## config.mk

```make
export PLATFORM = sky130hd
export DESIGN_NAME = sio_regctl
export DESIGN_NICKNAME = d
export VERILOG_FILES = /design/src/rtl/sio_pkg.sv /design/src/rtl/sio_cmd_dec.sv /design/src/rtl/sio_rxq.sv /design/src/rtl/sio_txhold.sv /design/src/rtl/sio_regctl.sv
export SDC_FILE = /design/constraint.sdc
export NUM_CORES = 1
export LEC_CHECK = 0
export CELL_PAD_IN_SITES_DETAIL_PLACEMENT = 0
export CELL_PAD_IN_SITES_GLOBAL_PLACEMENT = 1
export CORE_ASPECT_RATIO = 2
export CORE_MARGIN = 5
export CORE_UTILIZATION = 35
export DETAILED_ROUTE_END_ITERATION = 10
export GPL_ROUTABILITY_DRIVEN = 0
export MAX_ROUTING_LAYER = met4
export PLACE_DENSITY = 0.65
export SETUP_SLACK_MARGIN = 0.2
export SYNTH_ARGS = -nofsm -noshare
export SYNTH_HDL_FRONTEND = slang
export SYNTH_HIERARCHICAL = 1
export SYNTH_SLANG_ARGS = --single-unit
export TNS_END_PERCENT = 100
```

## constraint.sdc

```tcl
create_clock -name clk -period 4.3 [get_ports clk]
set_input_delay 1.075 -clock clk [delete_from_list [all_inputs] [get_ports clk]]
set_output_delay 1.075 -clock clk [all_outputs]
set_load 0.01 [all_outputs]
```

## src/rtl/sio_pkg.sv

```systemverilog
package sio_pkg;

  localparam int unsigned ADDR_W = 6;
  localparam int unsigned BYTE_W = 8;

  localparam logic [ADDR_W-1:0] OFF_MODE  = 6'h00;
  localparam logic [ADDR_W-1:0] OFF_STAT  = 6'h04;
  localparam logic [ADDR_W-1:0] OFF_CMD   = 6'h08;
  localparam logic [ADDR_W-1:0] OFF_DATA  = 6'h0C;
  localparam logic [ADDR_W-1:0] OFF_AUX   = 6'h10;
  localparam logic [ADDR_W-1:0] OFF_INT   = 6'h14;
  localparam logic [ADDR_W-1:0] OFF_BAUDH = 6'h18;
  localparam logic [ADDR_W-1:0] OFF_BAUDL = 6'h1C;

  // mode byte 1 bit that picks the receive interrupt source
  localparam int unsigned MODE_RXSRC_BIT = 6;

  typedef enum logic [2:0] {
    MISC_NOP     = 3'd0,
    MISC_PTR_RST = 3'd1,
    MISC_RX_RST  = 3'd2,
    MISC_TX_RST  = 3'd3,
    MISC_ERR_RST = 3'd4,
    MISC_BRK_CLR = 3'd5,
    MISC_BRK_ON  = 3'd6,
    MISC_BRK_OFF = 3'd7
  } misc_e;

  typedef enum logic [1:0] {
    DIR_NOP  = 2'd0,
    DIR_ON   = 2'd1,
    DIR_OFF  = 2'd2,
    DIR_RSVD = 2'd3
  } dir_e;

  typedef struct packed {
    logic ptr_rst;
    logic rx_flush;
    logic tx_reset;
    logic brk_clr;
    logic tx_on;
    logic tx_off;
    logic rx_on;
    logic rx_off;
  } cmd_act_t;

endpackage

```

## src/rtl/sio_cmd_dec.sv

```systemverilog
module sio_cmd_dec
  import sio_pkg::*;
(
  input  logic              cmd_vld,
  input  logic [BYTE_W-1:0] cmd,
  output cmd_act_t          act
);

  misc_e misc_code;
  dir_e  tx_code;
  dir_e  rx_code;

  always_comb begin
    misc_code = misc_e'(cmd[6:4]);
    tx_code   = dir_e'(cmd[3:2]);
    rx_code   = dir_e'(cmd[1:0]);
  end

  always_comb begin
    act = '0;
    if (cmd_vld) begin
      unique case (misc_code)
        MISC_PTR_RST: act.ptr_rst  = 1'b1;
        MISC_RX_RST:  act.rx_flush = 1'b1;
        MISC_TX_RST:  act.tx_reset = 1'b1;
        MISC_BRK_CLR: act.brk_clr  = 1'b1;
        default:      ;
      endcase
      act.tx_on  = (tx_code == DIR_ON);
      act.tx_off = (tx_code == DIR_OFF);
      act.rx_on  = (rx_code == DIR_ON);
      act.rx_off = (rx_code == DIR_OFF);
    end
  end

endmodule

```

## src/rtl/sio_rxq.sv

```systemverilog
module sio_rxq #(
  parameter int unsigned DW    = 8,
  parameter int unsigned DEPTH = 4,
  localparam int unsigned CNT_W = $clog2(DEPTH + 1)
) (
  input  logic             clk,
  input  logic             rst_n,
  input  logic             flush,
  input  logic             pop,
  input  logic             push,
  input  logic [DW-1:0]    push_data,
  output logic [DW-1:0]    head,
  output logic [CNT_W-1:0] count,
  output logic             not_empty,
  output logic             full
);

  localparam logic [CNT_W-1:0] CNT_MAX = CNT_W'(DEPTH);

  logic [DW-1:0]    mem_q [DEPTH];
  logic [DW-1:0]    mem_n [DEPTH];
  logic [CNT_W-1:0] cnt_q, cnt_n;
  logic [CNT_W-1:0] cnt_pop;
  logic [CNT_W-1:0] slot;
  logic             do_pop;

  always_comb begin
    do_pop  = pop && (cnt_q != '0);
    cnt_pop = cnt_q - CNT_W'(do_pop);
    slot    = (cnt_pop == CNT_MAX) ? CNT_MAX - 1'b1 : cnt_pop;
    for (int i = 0; i < DEPTH; i++) mem_n[i] = mem_q[i];
    if (do_pop) begin
      for (int i = 0; i < DEPTH - 1; i++) mem_n[i] = mem_q[i+1];
    end
    cnt_n = cnt_pop;
    if (push) begin
      mem_n[slot] = push_data;
      cnt_n       = slot + 1'b1;
    end
    if (flush) cnt_n = '0;
  end

  always_ff @(posedge clk or negedge rst_n) begin
    if (!rst_n) cnt_q <= '0;
    else        cnt_q <= cnt_n;
  end

  // storage has no reset; it is only read while the count is nonzero
  always_ff @(posedge clk) begin
    for (int i = 0; i < DEPTH; i++) mem_q[i] <= mem_n[i];
  end

  assign head      = mem_q[0];
  assign count     = cnt_q;
  assign not_empty = (cnt_q != '0);
  assign full      = (cnt_q == CNT_MAX);

endmodule

```

## src/rtl/sio_txhold.sv

```systemverilog
module sio_txhold #(
  parameter int unsigned DW = 8
) (
  input  logic          clk,
  input  logic          rst_n,
  input  logic          load,
  input  logic [DW-1:0] load_data,
  input  logic          tx_reset,
  input  logic          tx_on,
  input  logic          tx_off,
  input  logic          out_ready,
  output logic          out_valid,
  output logic [DW-1:0] out_data,
  output logic          tx_en,
  output logic          tx_empty
);

  logic          en_q, en_n;
  logic          empty_q, empty_n;
  logic [DW-1:0] data_q;
  logic          sent;

  always_comb begin
    sent = en_q && !empty_q && out_ready;
    en_n = en_q;
    if (tx_reset) en_n = 1'b0;
    if (tx_on)    en_n = 1'b1;
    if (tx_off)   en_n = 1'b0;
    empty_n = empty_q;
    if (sent || tx_reset) empty_n = 1'b1;
    if (load)             empty_n = 1'b0;
  end

  always_ff @(posedge clk or negedge rst_n) begin
    if (!rst_n) begin
      en_q    <= 1'b0;
      empty_q <= 1'b1;
    end else begin
      en_q    <= en_n;
      empty_q <= empty_n;
    end
  end

  always_ff @(posedge clk) begin
    if (load) data_q <= load_data;
  end

  assign out_valid = en_q && !empty_q;
  assign out_data  = data_q;
  assign tx_en     = en_q;
  assign tx_empty  = empty_q;

endmodule

```

## src/rtl/sio_regctl.sv

```systemverilog
module sio_regctl
  import sio_pkg::*;
#(
  parameter int unsigned    DEPTH   = 4,
  parameter logic [7:0]     BAUD_HI = 8'h05,
  parameter logic [7:0]     BAUD_LO = 8'hA0,
  localparam int unsigned   CNT_W   = $clog2(DEPTH + 1)
) (
  input  logic        clk,
  input  logic        rst_n,
  input  logic        wr_en,
  input  logic        rd_en,
  input  logic [5:0]  addr,
  input  logic [7:0]  wdata,
  output logic [7:0]  rdata,
  input  logic        rx_valid,
  input  logic [7:0]  rx_data,
  output logic        rx_ready,
  input  logic        rx_break,
  output logic        tx_valid,
  output logic [7:0]  tx_data,
  input  logic        tx_ready,
  output logic        irq
);

  cmd_act_t         act;
  logic             wr_mode, wr_cmd, wr_data, wr_mask, rd_pop;
  logic [7:0]       mode_q [2];
  logic [7:0]       mode_n [2];
  logic             ptr_q, ptr_n;
  logic             rx_en_q, rx_en_n;
  logic             brk_q, brk_n;
  logic [7:0]       imr_q, imr_n;
  logic             q_push;
  logic [7:0]       q_push_data;
  logic [7:0]       q_head;
  logic [CNT_W-1:0] q_count;
  logic             q_not_empty, q_full;
  logic             tx_en, tx_empty;
  logic             rx_src;
  logic [7:0]       stat_byte, isr_byte;

  always_comb begin
    wr_mode = wr_en && (addr == OFF_MODE);
    wr_cmd  = wr_en && (addr == OFF_CMD);
    wr_data = wr_en && (addr == OFF_DATA);
    wr_mask = wr_en && (addr == OFF_INT);
    rd_pop  = rd_en && (addr == OFF_DATA);
  end

  sio_cmd_dec u_dec (
    .cmd_vld (wr_cmd),
    .cmd     (wdata),
    .act     (act)
  );

  // receive path: break strobe overrides stream data
  always_comb begin
    rx_ready    = rx_en_q && !q_full && !rx_break;
    q_push      = rx_break || (rx_valid && rx_ready);
    q_push_data = rx_break ? 8'h00 : rx_data;
  end

  sio_rxq #(.DW(8), .DEPTH(DEPTH)) u_rxq (
    .clk       (clk),
    .rst_n     (rst_n),
    .flush     (act.rx_flush),
    .pop       (rd_pop),
    .push      (q_push),
    .push_data (q_push_data),
    .head      (q_head),
    .count     (q_count),
    .not_empty (q_not_empty),
    .full      (q_full)
  );

  sio_txhold #(.DW(8)) u_tx (
    .clk       (clk),
    .rst_n     (rst_n),
    .load      (wr_data),
    .load_data (wdata),
    .tx_reset  (act.tx_reset),
    .tx_on     (act.tx_on),
    .tx_off    (act.tx_off),
    .out_ready (tx_ready),
    .out_valid (tx_valid),
    .out_data  (tx_data),
    .tx_en     (tx_en),
    .tx_empty  (tx_empty)
  );

  // next state of control registers
  always_comb begin
    mode_n[0] = mode_q[0];
    mode_n[1] = mode_q[1];
    if (wr_mode) mode_n[ptr_q] = wdata;
    ptr_n = ptr_q;
    if (wr_mode)     ptr_n = 1'b1;
    if (act.ptr_rst) ptr_n = 1'b0;
    rx_en_n = rx_en_q;
    if (act.rx_flush) rx_en_n = 1'b0;
    if (act.rx_on)    rx_en_n = 1'b1;
    if (act.rx_off)   rx_en_n = 1'b0;
    brk_n = brk_q;
    if (act.brk_clr) brk_n = 1'b0;
    if (rx_break)    brk_n = 1'b1;
    imr_n = wr_mask ? wdata : imr_q;
  end

  always_ff @(posedge clk or negedge rst_n) begin
    if (!rst_n) begin
      mode_q[0] <= '0;
      mode_q[1] <= '0;
      ptr_q     <= 1'b0;
      rx_en_q   <= 1'b0;
      brk_q     <= 1'b0;
      imr_q     <= '0;
    end else begin
      mode_q[0] <= mode_n[0];
      mode_q[1] <= mode_n[1];
      ptr_q     <= ptr_n;
      rx_en_q   <= rx_en_n;
      brk_q     <= brk_n;
      imr_q     <= imr_n;
    end
  end

  always_comb begin
    stat_byte = {4'b0000, tx_empty, tx_en, q_full, q_not_empty};
    rx_src    = mode_q[0][MODE_RXSRC_BIT] ? q_full : q_not_empty;
    isr_byte  = {5'b00000, brk_q, rx_src, tx_en};
    irq       = |(isr_byte & imr_q);
  end

  always_comb begin
    unique case (addr)
      OFF_MODE:  rdata = mode_q[ptr_q];
      OFF_STAT:  rdata = stat_byte;
      OFF_DATA:  rdata = q_not_empty ? q_head : 8'h00;
      OFF_INT:   rdata = isr_byte;
      OFF_BAUDH: rdata = BAUD_HI;
      OFF_BAUDL: rdata = BAUD_LO;
      default:   rdata = 8'h00;
    endcase
  end

endmodule

```

==> reports/results.ini, run 1 <==
[power_and_ir_drop]
p_leak_nw=1.95
total_power_mw=2.27
vdd_drop_max_mv=0.263
power_density_mw_per_mm2=511

[detailed_routing]
ant_nets=0
drt_iter0_drc=97
wire_per_inst_um=16.8
wl_um=7610
drc=0
dr.pass1.iters=4
viasPerCell=4.99
vias=2255

[logic_synthesis]
synth_top_area_cell=mux2_2
syn-num-nets=291
syn_area_mm2=0.00339
synth_area_per_cell_um2=13.3
async_reset_ff_share_pct=40.3
synth-edff-count=16
seq_area_frac_synth_pct=48.4
yosys-top-cells-count=mux2_2 (70), dfrtp_1 (26), dfxtp_1 (24), edfxtp_1 (16)
synth-warning-count=6
synth_flop_cell=dfrtp_1
yosys-top-cells-area=mux2_2 (23%), dfrtp_1 (19%), dfxtp_1 (14%)
ys_ff_latch=67
ys_types=54
synth_most_common_cell=mux2_2
yosys.area.top_type_share_pct=23.3
syn-instance-count=255

[cts]
clock-sinks=67
cts_buffer_depth=2
clock-root-buffer=clkbuf_16
holdBufCountCts=0
cts.reportedPaths.clkPinSlew_ns=0.05
h-tree-depth=3
cts_buffers=9
clk_latency_ns=0.33
cts_tree=done

[worst_setup_path]
worstReg2RegEnd=u_rxq/mem_q[3][7]
crit_chain=clkdlybuf4s50_1 -> and3_2 -> and2_4 -> a221o_1 -> clkdlybuf4s50_1
r2r_setup_slack_ns=1.63
cp_common_cell=clkdlybuf4s50_1
crit_buf_inv=2
path_delay_family=buffers and inverters
worstSetupPathDepth=5
slowest_delay_ns=0.54
worstPathRequired_ns=3.22
worstSetupPathType=primary input to output pin
worstPathMaxFanout=9
startpoint_type=primary input
rr_worst_depth=11
slowest_stage=clkdlybuf4s50_1
end_kind=output pin
worstPathArrival_ns=2.94
r2r-start=u_rxq/count[2]

[floorplanning]
die_y_um=149
core_area_mm2=0.00945
io_pins=48
start_util_pct=35.8
die_area_mm2=0.0119
die_w_um=79.5
row_count=50

[finish]
drive_gt1_share_pct=37.0
fin_area_mm2=0.00445
finalNetCount=353
final_cells=452
area_delta_synth_final_pct=31.5
fillers=852
antenna_cells=0
fin_util_pct=47.1

[sta]
fmax_mhz=249
hold_ws_ns=0.500
timing.final.crit_share_pct=93.4
fin_setup_tns_ns=0
clock-skew-final_ns=0.00661
rsz0062_at_grt=false
maxSlewHeadroom_pct=59.8
slew_viol_final=0
hold_viol=0
finalSetupViolCount=0
period_needed_ns=4.02
worstMarginPinSlew_ns=0.604
fin_ws_ns=0.284

[global_route]
grt-ovfl-total=0
grt_pass1_wl_um=12200
antenna_found_initial=0
grt_pass1_vias=2344
track_usage_pct=14.2
grt_max_degree=28

[hold_path]
min_path_cells=1
worstHoldStart=mode_q[9]
hold_path_end=mode_q[9]
hold_path.class=flop to flop

[flow_run]
drv_cap=0

[outcome]
status=finished clean

[placement]
place_inst=433
post-place-ws_ns=0.0333
dpl.hpwl_um=5890
dpl_cell_area_mm2=0.00406
io_buffers=47

report_power, final:
| group | internal, mW | total, mW | switching, mW | leakage [nW] |
|---|---|---|---|---|
| registers | 0.810 | 0.903 | 0.0931 | 0.697 |
| logic | 0.328 | 0.572 | 0.245 | 1.10 |
| clock network | 0.538 | 0.797 | 0.259 | 0.159 |
| total | 1.68 | 2.27 | 0.597 | 1.95 |
cells in the final DEF, fill, tap and decap left out, drive strengths merged, types with 2 or more instances in the layout:
cell type / synthesis / routed
a211oi: 2 / 2
a21o: 2 / 2
a21oi: 3 / 3
a221o: 2 / 2
a32oi: 3 / 3
and2: 4 / 4
and3: 4 / 4
and3b: 6 / 6
and4: 2 / 2
and4b: 2 / 2
and4bb: 2 / 2
buf: 6 / 12
bufinv: 0 / 2
clkbuf: 2 / 12
clkdlybuf4s50: 0 / 41
dfrtp: 26 / 26
dfxtp: 24 / 24
dlymetal6s2s: 0 / 5
edfxtp: 16 / 16
ha: 7 / 7
inv: 11 / 11
mux2: 73 / 73
mux2i: 3 / 3
nand2: 2 / 2
nand3: 11 / 11
nand4: 2 / 2
nor2: 5 / 5
nor2b: 11 / 11
o211ai: 4 / 4
o2bb2ai: 2 / 2
cell type report:
cell class              count  area, um^2  share of cell area (%)
multi-input cells         169        1670                    37.5
flip-flops and latches     67        1640                    36.8
repair buffers             59         613                    13.8
clock buffers              12         256                    5.76
well taps                 130         163                    3.65
clock inverters             4        72.6                    1.63
inverters                  11        41.3                   0.927
what timing repair did:
item	CTS	global route
resized for setup	2	7
pin swaps	0	2
setup buffers	3	0
setup endpoints to repair	7	8
hold endpoints to repair	0	0
state kept, by name, indices dropped and copies added, names as in the netlist:
name and count:
brk_q 1, rx_en_q 1, ptr_q 1, imr_q 3
u_rxq/mem_q 32, u_tx/tx_empty 1, mode_q 16, u_tx/tx_en 1
u_rxq/count 3, u_tx/out_data 8
worst max path at each step:
stage            start           endpoint  slack [ns]
2_1_floorplan  addr[1]  u_rxq/mem_q[3][0]        0.38
3_3_place_gp   addr[1]           rdata[3]        0.06
3_5_place_dp   addr[1]           rdata[3]        0.03
4_1_cts        addr[0]           rdata[3]        0.18
5_1_grt        addr[3]           rdata[7]        0.20
6_report       addr[3]           rdata[7]        0.28
routing by layer:
metal  GRT usage, %  part of all wire, %  vias to the layer above  wire length (um)
li1               -                    -                     1086                 -
met1           14.2                   37                     1105              2790
met2           25.8                   57                       51              4320
met3           2.78                  4.1                       13               310
met4           6.63                  2.5                        0               189
met5              -                    0                        -                 0
kinds of logic after synthesis:
| group | share of synthesized area, % |
|---|---|
| flops | 48.4 |
| compound gates | 7.54 |
| fa+ha+maj | 2.59 |
| buf+inv | 2.48 |
| mux | 25.2 |
| xor+xnor | 0.739 |
| simple gates | 13.1 |
Note: power is estimated with default switching activity, not from simulation.
==> run 2, diff against run 1 <==
--- a/config.mk
+++ b/config.mk
@@ -9,11 +9,11 @@
 export CELL_PAD_IN_SITES_GLOBAL_PLACEMENT = 1
 export CORE_ASPECT_RATIO = 2
 export CORE_MARGIN = 5
-export CORE_UTILIZATION = 35
+export CORE_UTILIZATION = 44
 export DETAILED_ROUTE_END_ITERATION = 10
 export GPL_ROUTABILITY_DRIVEN = 0
 export MAX_ROUTING_LAYER = met4
-export PLACE_DENSITY = 0.65
+export PLACE_DENSITY = 0.79
 export SETUP_SLACK_MARGIN = 0.2
 export SYNTH_ARGS = -nofsm -noshare
 export SYNTH_HDL_FRONTEND = slang
==> run 2 against run 1 <==
  * Fmax up 0.79%
  * Clock skew fell by 0.0017 ns
  * Worst hold slack improved by 0.0034 ns
  * Critical endpoint is now rdata[2]
  * Worst setup slack gained 0.031 ns
  * Critical path type unchanged
  * Critical path depth is 2 higher
  * Largest power group unchanged
  * Global-route usage up 1.9 points
  * Routed wire length shrank 7.5%
  * Power shrank 1.5%
==> reports/results.ini, run 2 (same netlist as run 1, synthesis figures left out) <==
[outcome]
status=finished clean

[flow_run]
drv_cap=0

[sta]
worstMarginPinSlew_ns=0.563
fin_setup_tns_ns=0
period_needed_ns=3.98
hold_viol=0
finalSetupViolCount=0
timing.final.crit_share_pct=92.7
slew_viol_final=0
rsz0062_at_grt=false
fin_ws_ns=0.315
fmax_mhz=251
clock-skew-final_ns=0.00489
maxSlewHeadroom_pct=62.5

[cts]
cts_tree=done
cts_buffers=9
clock-sinks=67
cts.reportedPaths.clkPinSlew_ns=0.05
h-tree-depth=3
clk_latency_ns=0.33
clock-root-buffer=clkbuf_16
holdBufCountCts=0
cts_buffer_depth=2

[global_route]
grt_pass1_vias=2289
grt.busiest_layer=met2
grt_util_met1_pct=15.3
use_met2_pct=29.8
grt_max_degree=28
grt_pass1_wl_um=11300
grt-ovfl-total=0
antenna_found_initial=0
track_usage_pct=16.1
use_met3_pct=2.18

[power_and_ir_drop]
power_density_mw_per_mm2=511
vdd_drop_max_mv=0.347
p_leak_nw=1.92

[finish]
final_cell_mix=mux2_2 (70), clkdlybuf4s50_1 (44), dfrtp_1 (26), dfxtp_1 (24), edfxtp_1 (16)
fin_area_mm2=0.00438
area_delta_synth_final_pct=29.3
top_register=u_rxq/mem_q
drive_gt1_share_pct=36.4
largest_register_ffs=32
finalNetCount=352
antenna_cells=0
final_common_cell=mux2_2

[worst_setup_path]
worstSetupPathType=primary input to output pin
worstPathRequired_ns=3.22
end_kind=output pin
worstPathArrival_ns=2.91
rr_worst_depth=11
worstPathMaxFanout=12
startpoint_type=primary input

[detailed_routing]
wire_per_inst_um=16.9
viasPerCell=5.39
drc=0
drt_iter0_drc=121
ant_nets=0
wl_um=7030
dr.pass1.iters=4
vias=2236

[placement]
post-place-ws_ns=0.0873
io_buffers=47
dpl_cell_area_mm2=0.00401
dpl.hpwl_um=5440

[floorplanning]
die_w_um=72.0
core_area_mm2=0.00754
die_area_mm2=0.00966
row_count=45
die_y_um=134
io_pins=48
start_util_pct=44.9

[hold_path]
min_path_cells=1
hold_path.class=flop to flop

[run 2: cell count changes in the layout (fill, tap and decap cells not counted), sizes merged]
cell | before | now
dlymetal6s2s | 5 | 3
dlygate4sd2 | 1 | 0
bufinv | 2 | 1
clkbuf | 12 | 13
clkdlybuf4s50 | 41 | 44
buf | 12 | 11
[run 2: routing by layer]
layer	routed length, um	vias up	part of all wire, %
met4	214	0	3.0
met1	2610	1094	37
met2	3930	51	56
met3	276	12	3.9
met5	0	-	0
li1	-	1079	-
[run 2: worst max-delay path, cell delays in order]
cell and delay, ns:
clkdlybuf4s50_1 0.49, nor4_4 0.32, buf_6 0.16, buf_12 0.12, a32oi_1 0.10, nand3_1 0.10
clkdlybuf4s50_1 0.55
[run 2: worst paths after layout]
kind                                start                end  slack [ns]
min in group asynchronous           rst_n     u_rxq/count[2]        1.11
max reg2reg                u_rxq/count[2]  u_rxq/mem_q[3][2]        1.65
max in group asynchronous           rst_n      u_tx/tx_empty        2.87
min                             mode_q[9]          mode_q[9]        0.50
min reg2reg                     mode_q[9]          mode_q[9]        0.50
max                               addr[0]           rdata[2]        0.32
[run 2: per-stage QoR]
| stage | hold slack (ns) | std cells | util [%] | power, mW |
|---|---|---|---|---|
| after floorplan | 0.470 | 255 | - | 1.31 |
| after global placement | 0.483 | 397 | 53.2 | 1.47 |
| after detailed placement | 0.494 | 397 | 53.2 | 1.49 |
| after CTS | 0.505 | 415 | 57.9 | 2.26 |
| after global routing | 0.515 | 415 | 58.0 | 2.35 |
| final | 0.504 | 415 | 58.0 | 2.24 |
[run 2: report_power, final]
group | internal [mW] | switching (mW) | total (mW)
logic | 0.327 | 0.237 | 0.564
registers | 0.810 | 0.0927 | 0.903
clock network | 0.514 | 0.256 | 0.771
total | 1.65 | 0.586 | 2.24
[run 2: final cells by class]
class                   count  area [um^2]
clock buffers              13          282
well taps                  94          118
repair buffers             58          589
flip-flops and latches     67         1640
multi-input cells         169         1670
inverters                  11         41.3
fillers                   632         3170
clock inverters             3         42.5
[run 2: repair_timing]
action,4_1_cts,5_1_grt
pin swaps,0,1
gates cloned,0,0
setup endpoints to repair,5,8
resized for setup,1,4
buffers inserted,2,0
==> run 3, diff against run 2 <==
--- a/config.mk
+++ b/config.mk
@@ -5,6 +5,7 @@
 export SDC_FILE = /design/constraint.sdc
 export NUM_CORES = 1
 export LEC_CHECK = 0
+export CAP_MARGIN = 0
 export CELL_PAD_IN_SITES_DETAIL_PLACEMENT = 0
 export CELL_PAD_IN_SITES_GLOBAL_PLACEMENT = 1
 export CORE_ASPECT_RATIO = 2
==> results of run 3 <==
The final DEF is identical to that of run 2; final timing and power are the same.
